[src/rtl/intc_arb_pkg.sv]
package intc_arb_pkg;
   localparam int LVL_W = 4;
   localparam int EVT_W = 12;
   localparam logic [EVT_W-1:0] EVT_NMI      = 12'h1C0;
   localparam logic [EVT_W-1:0] EVT_DBG      = 12'h5E0;
   localparam logic [EVT_W-1:0] EVT_EXT_BASE = 12'h200;
   localparam logic [EVT_W-1:0] EVT_PER_BASE = 12'h300;
   localparam logic [EVT_W-1:0] EVT_STEP     = 12'h020;
   typedef enum logic [1:0] {SRC_NONE, SRC_NMI, SRC_DBG, SRC_IRQ} src_e;
endpackage

[src/rtl/intc_arb_regs.sv]
module intc_arb_regs #(
   parameter int NUM_EXT = 8,
   parameter int LW      = 4,
   parameter int DW      = 16
) (
   input  logic                  clk,
   input  logic                  rst_n,
   input  logic                  we,
   input  logic [1:0]            addr,
   input  logic [DW-1:0]         wdata,
   output logic [NUM_EXT*LW-1:0] ext_lvl,
   output logic                  nmi_rise
);
   localparam int PER_REG = DW / LW;
   localparam int NREG    = (NUM_EXT + PER_REG - 1) / PER_REG;
   localparam int CFG_ADR = 2;

   if (NREG > CFG_ADR) begin : g_bad_map
      $error("intc_arb_regs: too many external lines for register map");
   end

   logic [DW-1:0] prio_q [NREG];

   always_ff @(posedge clk or negedge rst_n) begin
      if (!rst_n) begin
         for (int r = 0; r < NREG; r++) prio_q[r] <= '0;
         nmi_rise <= 1'b1;
      end else if (we) begin
         for (int r = 0; r < NREG; r++)
            if (addr == 2'(r)) prio_q[r] <= wdata;
         if (addr == 2'(CFG_ADR)) nmi_rise <= wdata[0];
      end
   end

   for (genvar k = 0; k < NUM_EXT; k++) begin : g_line
      assign ext_lvl[k*LW +: LW] = prio_q[k / PER_REG][(k % PER_REG)*LW +: LW];
   end
endmodule

[src/rtl/intc_arb_pick.sv]
module intc_arb_pick #(
   parameter int N  = 10,
   parameter int LW = 4,
   parameter int IW = (N > 1) ? $clog2(N) : 1
) (
   input  logic [N-1:0]    req,
   input  logic [N*LW-1:0] lvl,
   output logic            found,
   output logic [IW-1:0]   win_idx,
   output logic [LW-1:0]   win_lvl
);
   always_comb begin
      found   = 1'b0;
      win_idx = '0;
      win_lvl = '0;
      // scan downward with >= so the lowest index wins a tie
      for (int i = N - 1; i >= 0; i--) begin
         if (req[i] && (lvl[i*LW +: LW] != '0) && (lvl[i*LW +: LW] >= win_lvl)) begin
            found   = 1'b1;
            win_idx = IW'(i);
            win_lvl = lvl[i*LW +: LW];
         end
      end
   end
endmodule

[src/rtl/intc_arbiter.sv]
module intc_arbiter
   import intc_arb_pkg::*;
#(
   parameter int             NUM_EXT = 8,
   parameter int             NUM_PER = 2,
   parameter logic [11:0]    VEC_GEN = 12'h600,
   parameter logic [11:0]    VEC_DBG = 12'h600
) (
   input  logic                     clk,
   input  logic                     rst_n,
   input  logic                     reg_we,
   input  logic [1:0]               reg_addr,
   input  logic [15:0]              reg_wdata,
   input  logic                     nmi_pin,
   input  logic                     dbg_req,
   input  logic [NUM_EXT-1:0]       ext_req,
   input  logic [NUM_PER-1:0]       per_req,
   input  logic [NUM_PER*LVL_W-1:0] per_lvl,
   input  logic                     insn_boundary,
   input  logic [LVL_W-1:0]         cpu_imask,
   input  logic                     cpu_bl,
   input  logic                     cpu_sleep,
   output logic                     acc_pulse,
   output logic [EVT_W-1:0]         evt_code,
   output logic [11:0]              vec_off,
   output logic                     save_pc_we,
   output logic                     save_sr_we,
   output logic                     set_bl,
   output logic                     set_rb,
   output logic                     imask_we,
   output logic [LVL_W-1:0]         imask_new
);
   localparam int TOTAL = NUM_EXT + NUM_PER;
   localparam int IW    = (TOTAL > 1) ? $clog2(TOTAL) : 1;
   localparam logic [LVL_W-1:0] TOP_MASK = '1;

   if (NUM_EXT < 1 || NUM_EXT > 8) begin : g_bad_ext
      $error("intc_arbiter: NUM_EXT must be 1..8");
   end
   if (NUM_PER < 1) begin : g_bad_per
      $error("intc_arbiter: NUM_PER must be at least 1");
   end

   logic [NUM_EXT*LVL_W-1:0] ext_lvl;
   logic                     nmi_rise;
   logic [TOTAL-1:0]         all_req;
   logic [TOTAL*LVL_W-1:0]   all_lvl;
   logic                     found;
   logic [IW-1:0]            win_idx;
   logic [LVL_W-1:0]         win_lvl;

   intc_arb_regs #(.NUM_EXT(NUM_EXT), .LW(LVL_W), .DW(16)) u_regs (
      .clk(clk), .rst_n(rst_n), .we(reg_we), .addr(reg_addr),
      .wdata(reg_wdata), .ext_lvl(ext_lvl), .nmi_rise(nmi_rise)
   );

   assign all_req = {per_req, ext_req};
   assign all_lvl = {per_lvl, ext_lvl};

   intc_arb_pick #(.N(TOTAL), .LW(LVL_W), .IW(IW)) u_pick (
      .req(all_req), .lvl(all_lvl), .found(found),
      .win_idx(win_idx), .win_lvl(win_lvl)
   );

   // non-maskable edge capture and pending flags
   logic nmi_q, nmi_pend, dbg_pend, nmi_edge, acc_q;
   assign nmi_edge = nmi_rise ? (nmi_pin & ~nmi_q) : (~nmi_pin & nmi_q);

   logic   can_take, nmi_ok, dbg_ok, irq_ok;
   src_e   pick_src;
   assign can_take = insn_boundary & ~acc_q;
   assign nmi_ok   = nmi_pend & (~cpu_bl | cpu_sleep);
   assign dbg_ok   = dbg_pend & ~cpu_bl & (cpu_imask != TOP_MASK);
   assign irq_ok   = found & ~cpu_bl & (win_lvl > cpu_imask);

   always_comb begin
      pick_src = SRC_NONE;
      if (can_take) begin
         if (nmi_ok)      pick_src = SRC_NMI;
         else if (dbg_ok) pick_src = SRC_DBG;
         else if (irq_ok) pick_src = SRC_IRQ;
      end
   end

   logic [EVT_W-1:0] irq_evt;
   always_comb begin
      if (int'(win_idx) < NUM_EXT)
         irq_evt = EVT_EXT_BASE + EVT_W'(win_idx) * EVT_STEP;
      else
         irq_evt = EVT_PER_BASE + (EVT_W'(win_idx) - EVT_W'(NUM_EXT)) * EVT_STEP;
   end

   logic [EVT_W-1:0] evt_q;
   logic [11:0]      vec_q;
   logic             imwe_q;
   logic [LVL_W-1:0] imnew_q;

   always_ff @(posedge clk or negedge rst_n) begin
      if (!rst_n) begin
         nmi_q    <= 1'b0;
         nmi_pend <= 1'b0;
         dbg_pend <= 1'b0;
         acc_q    <= 1'b0;
         evt_q    <= '0;
         vec_q    <= '0;
         imwe_q   <= 1'b0;
         imnew_q  <= '0;
      end else begin
         nmi_q    <= nmi_pin;
         nmi_pend <= nmi_edge | (nmi_pend & (pick_src != SRC_NMI));
         dbg_pend <= dbg_req  | (dbg_pend & (pick_src != SRC_DBG));
         acc_q    <= (pick_src != SRC_NONE);
         imwe_q   <= (pick_src == SRC_IRQ);
         unique case (pick_src)
            SRC_NMI: begin evt_q <= EVT_NMI; vec_q <= VEC_GEN; end
            SRC_DBG: begin evt_q <= EVT_DBG; vec_q <= VEC_DBG; end
            SRC_IRQ: begin evt_q <= irq_evt; vec_q <= VEC_GEN; imnew_q <= win_lvl; end
            default: ;
         endcase
      end
   end

   assign acc_pulse  = acc_q;
   assign evt_code   = evt_q;
   assign vec_off    = vec_q;
   assign save_pc_we = acc_q;
   assign save_sr_we = acc_q;
   assign set_bl     = acc_q;
   assign set_rb     = acc_q;
   assign imask_we   = imwe_q;
   assign imask_new  = imnew_q;

   AST_PULSE_SINGLE: assert property (@(posedge clk) disable iff (!rst_n)
      acc_pulse |=> !acc_pulse);
   AST_BOUNDARY_ONLY: assert property (@(posedge clk) disable iff (!rst_n)
      acc_pulse |-> $past(insn_boundary));
   AST_MASK_ABOVE: assert property (@(posedge clk) disable iff (!rst_n)
      (acc_pulse && imask_we) |-> (imask_new > $past(cpu_imask)) && !$past(cpu_bl));
   AST_NO_ZERO_LVL: assert property (@(posedge clk) disable iff (!rst_n)
      (acc_pulse && imask_we) |-> (imask_new != '0));
   AST_DBG_RULE: assert property (@(posedge clk) disable iff (!rst_n)
      (acc_pulse && evt_code == EVT_DBG) |-> ($past(cpu_imask) != TOP_MASK) && !$past(cpu_bl) && !imask_we);
   AST_NMI_RULE: assert property (@(posedge clk) disable iff (!rst_n)
      (acc_pulse && evt_code == EVT_NMI) |-> ($past(!cpu_bl || cpu_sleep)) && !imask_we);
   AST_EVT_HOLD: assert property (@(posedge clk) disable iff (!rst_n)
      !acc_pulse |-> $stable(evt_code) && $stable(vec_off));
endmodule

[config.mk]
export PLATFORM = sky130hd
export DESIGN_NAME = intc_arbiter
export DESIGN_NICKNAME = d
export VERILOG_FILES = /design/src/rtl/intc_arb_pkg.sv /design/src/rtl/intc_arb_regs.sv /design/src/rtl/intc_arb_pick.sv /design/src/rtl/intc_arbiter.sv
export SDC_FILE = /design/constraint.sdc
export NUM_CORES = 1
export LEC_CHECK = 0
export BUFFER_PORTS_ARGS = -buffer_cell sky130_fd_sc_hd__buf_2
export CAP_MARGIN = 0
export CORE_MARGIN = 1
export CORE_UTILIZATION = 50
export CTS_CLUSTER_DIAMETER = 40
export CTS_CLUSTER_SIZE = 25
export DETAILED_ROUTE_END_ITERATION = 10
export PLACE_DENSITY_LB_ADDON = 0.2
export SYNTH_ARGS = -nofsm -noshare
export SYNTH_HDL_FRONTEND = slang
export SYNTH_SLANG_ARGS = --single-unit
[constraint.sdc]
create_clock -name clk -period 14.75 [get_ports clk]
set_input_delay 1.475 -clock clk [delete_from_list [all_inputs] [get_ports clk]]
set_output_delay 1.475 -clock clk [all_outputs]
set_load 0.01 [all_outputs]
* Word level (Yosys, flattened, before mapping)
Cells that the tools add are included.
** Storage, ports and cells
- Bits in registers :: 55
- Input bits :: 48
- Output and inout port bits :: 34
- Logic and storage cells :: 125
** Operators by class
- Add/subtract/negate cells :: 3
- Order comparisons :: 12
- Equality and inequality tests :: 8
- Muxes and demuxes :: 37
- Bitwise logic cells :: 17
- Reductions and logical operators :: 37
** Operator list (count)
- 2-to-1 mux 4 bit :: 20
- nonzero test 4 bit :: 10
- >= comparator 4 bit :: 9
- case mux 12 bit (3 select lines) :: 1
- logical AND 1 bit :: 20
- adder 11 x 10 -> 12 bit, first input constant :: 1
- 2-to-1 mux 12 bit :: 1
- adder 10 x 9 -> 11 bit, first input constant :: 1
- 2-to-1 mux 1 bit :: 11
- AND 1 bit :: 10
- 2-to-1 mux 2 bit :: 4
- == test 2 bit, second input constant :: 3
- AND reduction 2 bit :: 3
- subtractor 4 x 4 -> 5 bit, second input constant :: 1
- == test 2 x 1 -> 1 bit, second input constant :: 2
- >= comparator 4 x 1 -> 1 bit, second input constant :: 1
- greater-than comparator 4 bit :: 1
- < comparator 4 bit, second input constant :: 1
- inequality test 4 bit, second input constant :: 1
- inverter 1 bit :: 4
- OR 1 bit :: 3
- nonzero test 3 bit :: 1
- OR reduction 3 bit :: 1
- zero test 2 bit :: 1
- other kinds (3) :: 3

* Depth between registers and ports, before layout
Gate-level depths: netlist (run 1).
- Depth after elaboration :: 40
- Gate-level depth with buffers :: 81
- Mapped depth without buffers :: 78

* By module
Synthesis (run 1) repeated with hierarchy kept, for this count alone.
** Unflattened totals
- Cells, all modules :: 413
- Area total of the unflattened synthesis :: 4051.4 µm²
** Modules (own cells, without submodules)
- intc_arb_pick :: times used 1, cells each 250, area each 1823.0 µm²
- intc_arb_regs :: times used 1, cells each 71, area each 1255.0 µm²
- intc_arbiter :: times used 1, cells each 92, area each 973.4 µm²

* Least setup slack after synthesis (run 1)
Ideal clock, no wire load.
- Path kind :: input -> register
- Start :: in per_req[1]
- End :: reg imnew_q[1], in the netlist imask_new[1]
- Setup time :: 0.125 ns
- Arrival :: 15.052 ns
- Setup slack :: -0.427 ns
- Stages on the path :: 78
- Buffers on the path :: 3
- Cells stage by stage :: and2_1 -> ha_1 -> nor3b_1 -> o21ai_1 -> a21boi_0 -> a22oi_1 -> ha_1 -> nand2_1 -> o211ai_1 -> nand2_1 -> or3_1 -> a32oi_1 -> ha_1 -> nand2b_1 -> a21o_1 -> a21oi_1 -> o311ai_0 -> nand3b_1 -> [... 42 more ...] -> ha_1 -> nand2b_1 -> a21o_1 -> a21o_1 -> a21oi_1 -> nor2b_1 -> o41ai_2 -> nor2_1 -> a31oi_1 -> ha_1 -> nor2b_1 -> o21a_1 -> o21a_1 -> o21ai_0 -> a31oi_1 -> and3_1 -> buf_6 -> mux2_4
** Between the ends
- Word-level cells in the longest chain between the ends :: 37
- Elaborated cells on any way between the ends :: 48
** Ends and longest elaborated chain
- start, declared :: line intc_arbiter.sv:17 : input logic [NUM_PER-1:0] per_req,
- logical AND 1 bit * (2 in series) :: line intc_arb_pick.sv:18 : if (req[i] && (lvl[i*LW +: LW] != '0) && (lvl[i*LW +: LW] >= win_lvl)) begin
- 2-to-1 mux 4 bit * :: line intc_arb_pick.sv:18
- >= comparator 4 bit :: line intc_arb_pick.sv:18
- logical AND 1 bit :: line intc_arb_pick.sv:18
- 2-to-1 mux 4 bit * :: line intc_arb_pick.sv:18
- >= comparator 4 bit :: line intc_arb_pick.sv:18
- logical AND 1 bit :: line intc_arb_pick.sv:18
- 2-to-1 mux 4 bit * :: line intc_arb_pick.sv:18
- [... 21 more ...]
- via u_pick.win_lvl[1] :: line intc_arb_pick.sv:10 : output logic [LW-1:0] win_lvl
- greater-than comparator 4 bit :: line intc_arbiter.sv:74 : assign irq_ok = found & ~cpu_bl & (win_lvl > cpu_imask);
- AND 1 bit :: line intc_arbiter.sv:74
- 2-to-1 mux 2 bit :: line intc_arbiter.sv:81 : else if (irq_ok) pick_src = SRC_IRQ;
- 2-to-1 mux 2 bit :: line intc_arbiter.sv:80 : else if (dbg_ok) pick_src = SRC_DBG;
- 2-to-1 mux 2 bit :: line intc_arbiter.sv:79 : if (nmi_ok) pick_src = SRC_NMI;
- 2-to-1 mux 2 bit :: line intc_arbiter.sv:78 : if (can_take) begin
- == test 2 bit :: line intc_arbiter.sv:114 : unique case (pick_src)
- end signal, assigned :: line intc_arbiter.sv:107 : imnew_q <= '0;
- end signal, assigned :: line intc_arbiter.sv:117 : SRC_IRQ: begin evt_q <= irq_evt; vec_q <= VEC_GEN; imnew_q <= win_lvl; end
- end, declared :: line intc_arbiter.sv:96 : logic [LVL_W-1:0] imnew_q;
The timed path passes the listed nets; every way through them passes the cells marked *.
A chain may end at the register's enable or synchronous reset.

* Worst setup path in the final report (run 1)
- Start :: in per_lvl[4]
- End :: reg imnew_q[1], in the netlist imask_new[1]
** Between the ends
- Word-level cells in the longest chain between the ends :: 38
- Elaborated cells on any way between the ends :: 50
** Ends and longest elaborated chain
- start, declared :: line intc_arbiter.sv:18 : input logic [NUM_PER*LVL_W-1:0] per_lvl,
- branches (longest 3 deep; another with >= comparator 4 x 1 -> 1 bit)
- 2-to-1 mux 4 bit * :: line intc_arb_pick.sv:18
- >= comparator 4 bit :: line intc_arb_pick.sv:18
- logical AND 1 bit :: line intc_arb_pick.sv:18
- 2-to-1 mux 4 bit * :: line intc_arb_pick.sv:18
- >= comparator 4 bit :: line intc_arb_pick.sv:18
- logical AND 1 bit :: line intc_arb_pick.sv:18
- 2-to-1 mux 4 bit * :: line intc_arb_pick.sv:18
- [... 21 more ...]
- via u_pick.win_lvl[2] :: line intc_arb_pick.sv:10
- greater-than comparator 4 bit * :: line intc_arbiter.sv:74
- AND 1 bit * :: line intc_arbiter.sv:74
- 2-to-1 mux 2 bit * :: line intc_arbiter.sv:81
- 2-to-1 mux 2 bit * :: line intc_arbiter.sv:80
- 2-to-1 mux 2 bit * :: line intc_arbiter.sv:79
- 2-to-1 mux 2 bit * :: line intc_arbiter.sv:78
- == test 2 bit * :: line intc_arbiter.sv:114
Mark *: on every way through the listed nets, which the timed path passes.

==> run summary, run 1 <==
HP Class - flop to flop
area leader, netlist - sky130_fd_sc_hd__dfrtp_1
number of max-cap violations - 0
overflow left after global routing - 0
placeable core area - 0.00781 mm²
clk sink count - 49
Pre-Repair DR Iteration Count - 5
reg-to-reg setup timing slack - 1.18 ns
initial core utilization - 52.1%
transition at the pin with the smallest max-transition slack - 1.14 ns
failing checks - setup timing
Fillers - 536
share of synthesized registers carrying an async set or reset - 100%
net switching power of the design - 0.659 mW
# placed instances - 657
minimum clock period after layout - 15.37 ns
antenna diode count - 0
Register-to-Register Path Depth - 70
Arr. time, crit path - 15.57 ns
fraction of power consumed by sequential logic - 12.9%
die height - 92.2 µm
share of the clock period used by the worst path after layout - 104%
worst relative slew slack - 24.0%
maximum number of pins on one net before global-route repair - 50
internal cell power - 0.891 mW
clock-pin slew reported for the worst setup and hold paths after clock tree synthesis - 0.10 ns
via count - 4072
number of enable flip-flop cells after synthesis - 0
Worst Path Max Fanout - 6
GRT Util Overall - 28.3%
Post-synth top flop - sky130_fd_sc_hd__dfrtp_1
number of buffer and inverter stages on the critical path - 7
worst setup path startpoint - per_lvl[4]
delay of the slowest cell on the worst path - 0.40 ns
startpoint of the worst register-to-register path - u_regs.ext_lvl[28]$_DFFE_PN0P_
CTS root buffer - sky130_fd_sc_hd__clkbuf_8
Critical Path End Type - flop
share of total power in the clock network - 5.4%
layout cells sized above 1 - 51.7%
area growth from synthesis to final layout - 43.8%
leakage power figure - 2.73 nW
DRC marker count from the first detailed-route iteration - 186
Post-DRT Antenna Nets - 0
Layout Nets - 683
Rows - 32
total setup violations reported at the end of the flow - 13
ranking of synthesized cells by area - sky130_fd_sc_hd__dfrtp_1, sky130_fd_sc_hd__ha_1, sky130_fd_sc_hd__mux2_2
fin cells - 705
cell with the most instances on the worst path - sky130_fd_sc_hd__ha_1
initial antenna violation count - 0
Req. time, crit path - 14.95 ns
crit path capture - imask_new[1]$_DFFE_PN0P_
maximum resistive drop on vdd - 193 µV
DRC violation count after routing - 0
TritonCTS clock tree - built
number of gates on the worst path with buffers counted - 76
vias in the first global route - 4114
clock latency at the later pin of the worst-skew pair - 0.31 ns
Hold Vio Cnt, Final - 0
number of distinct library cells after synthesis - 74
average routed wire per standard cell - 17.8 µm
number of buffers on the longest clock path - 2
Die Span X - 92.2 µm
kind of cell adding the most delay to the critical path - compound AO/OA/AOI/OAI gates
fraction of power spent switching nets - 42.5%
number of warning messages in the yosys log - 0
critical path's slowest cell - sky130_fd_sc_hd__o211ai_1
Final Max Tran Viols - 0
post-synth design cell area - 0.00407 mm²
GPL Wtd Cong - 0.876
run status - finished, violations left
type of origin of the critical path - input port
setup clock skew after layout - 0.00923 ns
Clock H-tree levels - 2
unrepaired setup endpoints after global routing - yes
register bit count reported by yosys - 49
sequential area share after synthesis - 30.2%
area share of the leading cell type in the synthesized netlist - 29.5%
area enclosed by the die boundary - 0.00850 mm²
number of buffers inserted by port buffering - 65
detailed placement HPWL - 8630 µm
Comb pwr share - 81.8%
fmax - 0.0651 GHz
average via count per standard cell - 5.78
gate count after technology mapping - 426
crit path setup slack, layout - -0.620 ns
wire length of the first global-routing pass - 19100 µm
worst r2r dst - imask_new[1]$_DFFE_PN0P_
total wire length after detailed routing - 12500 µm
kind of critical path - input port to flop
I/O pin count - 82
total negative slack for setup checks - -6.99 ns
total CTS buffers - 5
ratio of total power to cell area - 265 mW/mm²
Mapped Avg Cell Area - 9.55 µm²
## worst min-delay path by stage
stage                     slack, ns                        to                      from  cells past startpoint
final                          0.51  imask_new[2]$_DFFE_PN0P_  imask_new[2]$_DFFE_PN0P_                      1
after global routing           0.53  imask_new[2]$_DFFE_PN0P_  imask_new[2]$_DFFE_PN0P_                      1
after CTS                      0.52  imask_new[2]$_DFFE_PN0P_  imask_new[2]$_DFFE_PN0P_                      1
after detailed placement       0.49    vec_off[9]$_DFFE_PN0P_    vec_off[9]$_DFFE_PN0P_                      1
after global placement         0.47    vec_off[9]$_DFFE_PN0P_    vec_off[9]$_DFFE_PN0P_                      1
after floorplan                0.50        nmi_pend$_DFF_PN0_        nmi_pend$_DFF_PN0_                      2
## synthesized netlist by cell type, drive strengths merged, types with 8 or more instances
master and n:
a21o 8, a21oi 15, and2 12, buf 24
dfrtp 48, ha 33, inv 32, mux2 31
nand2 30, nand2b 10, nand3b 8, nor2 14
o211ai 14, o21a 9, o21ai 28
## registers in the layout, indices dropped and copies added (netlist names)
register,count
nmi_q,1
imask_we,1
acc_pulse,1
nmi_pend,1
u_regs.ext_lvl,32
u_regs.nmi_rise,1
dbg_pend,1
evt_code,6
imask_new,4
vec_off,1
## cells by family (layout without fill, tap and decap cells)
logic type / after synthesis / after routing / synth area share, %
multiplexers: 37 / 37 / 10.3
other: 1 / 16 / 0.0922
AND/OR/NAND/NOR: 112 / 112 / 15.8
flip-flops: 49 / 49 / 30.2
AO/OA/AOI/OAI: 134 / 134 / 25.7
buffers and inverters: 60 / 222 / 7.72
adder cells (fa/ha/maj): 33 / 33 / 10.2
## power by group through the flow
| stage | combinational (mW) | clock [mW] | sequential, mW |
|---|---|---|---|
| 6_report | 1.27 | 0.0833 | 0.199 |
| 5_1_grt | 1.35 | 0.0892 | 0.204 |
| 4_1_cts | 1.04 | 0.0855 | 0.197 |
| 3_5_place_dp | 0.857 | 0 | 0.199 |
| 3_3_place_gp | 0.813 | 0 | 0.197 |
| 2_1_floorplan | 0.532 | 0 | 0.193 |
## cells in the final DEF (no fill, tap or decap), types with 9 or more instances in the layout
cell type	count
sky130_fd_sc_hd__dfrtp_1	48
sky130_fd_sc_hd__a21oi_1	9
sky130_fd_sc_hd__nor2_1	11
sky130_fd_sc_hd__ha_1	28
sky130_fd_sc_hd__nand2_1	27
sky130_fd_sc_hd__o21ai_0	17
sky130_fd_sc_hd__mux2_2	28
sky130_fd_sc_hd__inv_1	31
sky130_fd_sc_hd__o211ai_1	12
sky130_fd_sc_hd__buf_2	62
sky130_fd_sc_hd__conb_1	16
sky130_fd_sc_hd__o21a_1	9
sky130_fd_sc_hd__buf_4	112
## metal layers
metal | vias up | wire length (µm) | track usage, % | share of wire, %
met5 | - | 0 | 0 | 0
met4 | 0 | 272 | 7.55 | 2.2
met3 | 29 | 537 | 4.39 | 4.3
met2 | 141 | 6390 | 49.8 | 51
met1 | 1984 | 5330 | 35.8 | 43
li1 | 1918 | - | - | -
## stage by stage
| stage | total power [mW] | area, µm² | util (%) | setup slack [ns] | hold WS, ns |
|---|---|---|---|---|---|
| 5_1_grt | 1.65 | 5850 | 74.9 | -1.37 | 0.532 |
| 4_1_cts | 1.32 | 5520 | 70.7 | -0.325 | 0.517 |
| 6_report | 1.55 | 5850 | 74.9 | -0.620 | 0.513 |
| 2_1_floorplan | 0.726 | 4220 | - | 0.00674 | 0.495 |
| 3_3_place_gp | 1.01 | 5050 | 64.7 | -0.857 | 0.470 |
| 3_5_place_dp | 1.06 | 5050 | 64.7 | -1.35 | 0.487 |
## final cells by class
cell class | instances | area, µm² | area share, %
Timing Repair Buffer | 182 | 1240 | 21.2
Clock buffer | 5 | 68.8 | 1.18
Clock inverter | 3 | 21.3 | 0.364
Sequential cell | 49 | 1230 | 21.0
Inverter | 32 | 120 | 2.05
Tap cell | 102 | 128 | 2.18
Multi-Input combinational cell | 332 | 3040 | 52.0
## timing repair
| item | in CTS | in global routing |
|---|---|---|
| endpoints found under the setup margin | 13 | 13 |
| hold buffers | 0 | 0 |
| setup buffers | 29 | 12 |
| resized for setup | 37 | 41 |
| pin swaps | 59 | 39 |
(Power assumes the default switching activity.)
==> run 2: changes to the inputs <==
ABC_AREA = 1   (was unset)
CORE_UTILIZATION = 56   (was 50)
==> run summary, run 2 <==
Die Span X - 85.2 µm
setup clock skew after layout - 0.00862 ns
simple-gate share of the synthesized area - 28.7%
worst r2r dst - dbg_pend$_DFF_PN0_
maximum resistive drop on vdd - 110 µV
clock latency at the later pin of the worst-skew pair - 0.31 ns
max FFs per register - 32
total negative slack for setup checks - 0 ns
maximum number of pins on one net before global-route repair - 50
startpoint of the worst register-to-register path - u_regs.ext_lvl[28]$_DFFE_PN0P_
average routed wire per standard cell - 12.8 µm
worst setup path startpoint - per_lvl[5]
# placed instances - 654
synthesized-area fraction occupied by ao, oa, aoi and oai cells - 14.6%
fin cells - 668
Req. time, crit path - 14.96 ns
synth cell count leaders - sky130_fd_sc_hd__nand2_1, sky130_fd_sc_hd__inv_1, sky130_fd_sc_hd__o21ai_0
placeable core area - 0.00653 mm²
most frequent standard cell in the layout excluding fill and tap cells - sky130_fd_sc_hd__nand2_1
detailed placement HPWL - 6740 µm
number of buffers inserted by port buffering - 65
power consumption - 0.838 mW
kind of critical path - input port to flop
HP Class - flop to flop
number of enable flip-flop cells after synthesis - 0
commonest non-fill, non-tap cells in the layout - sky130_fd_sc_hd__nand2_1, sky130_fd_sc_hd__inv_1, sky130_fd_sc_hd__buf_2
I/O pin count - 82
top-count cell post-synth - sky130_fd_sc_hd__nand2_1
post-synthesis mux area share - 0%
antenna diode count - 0
layout cells sized above 1 - 23.2%
share of synthesized cell area in full adder, half adder and majority cells - 10.6%
Critical Path End Type - flop
overflow left after global routing - 0
Hold Worst Slack - 0.494 ns
Post-synth top flop - sky130_fd_sc_hd__dfrtp_1
fmax - 0.0762 GHz
area share of the leading cell type in the synthesized netlist - 31.0%
total wire length after detailed routing - 8550 µm
gate count after technology mapping - 525
initial core utilization - 59.4%
total setup violations reported at the end of the flow - 0
CTS root buffer - sky130_fd_sc_hd__clkbuf_8
Register-to-Register Path Depth - 92
clock-pin slew reported for the worst setup and hold paths after clock tree synthesis - 0.10 ns
Synth Area in XOR/XNOR - 0%
area growth from synthesis to final layout - 12.0%
GRT Util Overall - 24.7%
crit path capture - dbg_pend$_DFF_PN0_
transition at the pin with the smallest max-transition slack - 1.03 ns
type of origin of the critical path - input port
Fillers - 574
area leader, netlist - sky130_fd_sc_hd__dfrtp_1
sequential area share after synthesis - 31.6%
unrepaired setup endpoints after global routing - no
Hold Vio Cnt, Final - 0
Post-Layout Inst Area - 0.00435 mm²
initial antenna violation count - 0
Final Max Tran Viols - 0
critical path's slowest cell - sky130_fd_sc_hd__ha_1
Arr. time, crit path - 13.33 ns
register bit count reported by yosys - 49
number of distinct library cells after synthesis - 32
via count - 3449
leakage power figure - 2.50 nW
main combinational cell family by area after synthesis - simple AND/OR/NAND/NOR gates
wire length of the first global-routing pass - 14300 µm
DRC violation count after routing - 0
TritonCTS clock tree - built
reg-to-reg setup timing slack - 3.69 ns
ratio of total power to cell area - 193 mW/mm²
die height - 85.2 µm
Clock H-tree levels - 2
cell with the most instances on the worst path - sky130_fd_sc_hd__nand2_1
GPL Wtd Cong - 0.812
placed cell areas - 0.00417 mm²
Pre-Repair DR Iteration Count - 5
number of max-cap violations - 0
average via count per standard cell - 5.16
# hold bufs at CTS - 0
minimum clock period after layout - 13.12 ns
share of synthesized registers carrying an async set or reset - 100%
vias in the first global route - 3260
area enclosed by the die boundary - 0.00726 mm²
run status - finished clean
post-synth design cell area - 0.00388 mm²
Mapped Avg Cell Area - 7.39 µm²
Rows - 29
number of warning messages in the yosys log - 0
Layout Nets - 671
total CTS buffers - 5
delay of the slowest cell on the worst path - 0.30 ns
worst relative slew slack - 31.0%
share of the clock period used by the worst path after layout - 89.0%
DRC marker count from the first detailed-route iteration - 186
ranking of synthesized cells by area - sky130_fd_sc_hd__dfrtp_1, sky130_fd_sc_hd__nand2_1, sky130_fd_sc_hd__ha_1
Worst Path Max Fanout - 10
clk sink count - 49
Post-DRT Antenna Nets - 0
number of buffers on the longest clock path - 2
run 2: cell families after synthesis:
kind of cell	after synthesis
flip-flops	49
AND/OR/NAND/NOR	216
other	1
adder cells (fa/ha/maj)	33
AO/OA/AOI/OAI	102
buffers and inverters	124
run 2: cell type report:
class	count	area (µm²)	share of cell area [%]
clock inverter	2	16.3	0.374
inverter	95	358	8.23
multi-input combinational	367	2170	50.0
timing repair buffer	72	390	8.98
tap	77	96.3	2.22
clock buffer	6	82.6	1.90
sequential	49	1230	28.2
run 2: stage by stage:
step	setup WS, ns	util (%)
floorplan	2.44	-
global placement	1.38	63.8
detailed placement	0.914	63.8
CTS	1.14	65.3
global route	0.0511	66.5
finish	1.63	66.5
run 2: power by group:
group          switching, mW  internal (mW)
clock                 0.0493         0.0387
combinational          0.348          0.209
sequential            0.0273          0.165
run 2: timing repair:
| item | 4_1_cts | 5_1_grt |
|---|---|---|
| setup buffers | 0 | 6 |
| endpoints found under the setup margin | 0 | 15 |
| resized for setup | 0 | 9 |
run 2: worst min path at each step:
| stage | start | endpoint | depth (start not counted) |
|---|---|---|---|
| 3_3_place_gp | vec_off[9]$_DFFE_PN0P_ | vec_off[9]$_DFFE_PN0P_ | 1 |
| 4_1_cts | u_regs.ext_lvl[8]$_DFFE_PN0P_ | u_regs.ext_lvl[8]$_DFFE_PN0P_ | 2 |
| 6_report | imask_new[2]$_DFFE_PN0P_ | imask_new[2]$_DFFE_PN0P_ | 2 |
| 2_1_floorplan | nmi_pend$_DFF_PN0_ | nmi_pend$_DFF_PN0_ | 2 |
| 3_5_place_dp | vec_off[9]$_DFFE_PN0P_ | vec_off[9]$_DFFE_PN0P_ | 1 |
| 5_1_grt | vec_off[9]$_DFFE_PN0P_ | vec_off[9]$_DFFE_PN0P_ | 1 |
run 2: worst max-delay path: cells and delay by family:
family          cells  cell delay [ns]
buf+inv            14             1.00
fa+ha+maj          10             2.79
compound gates     26             3.61
simple gates       55             4.41
run 2: per-layer routing:
metal  part of all wire, %  track usage [%]
met5                     0                0
met4                   1.1             5.24
met3                   3.9             3.50
met2                    49             43.5
met1                    46             32.3
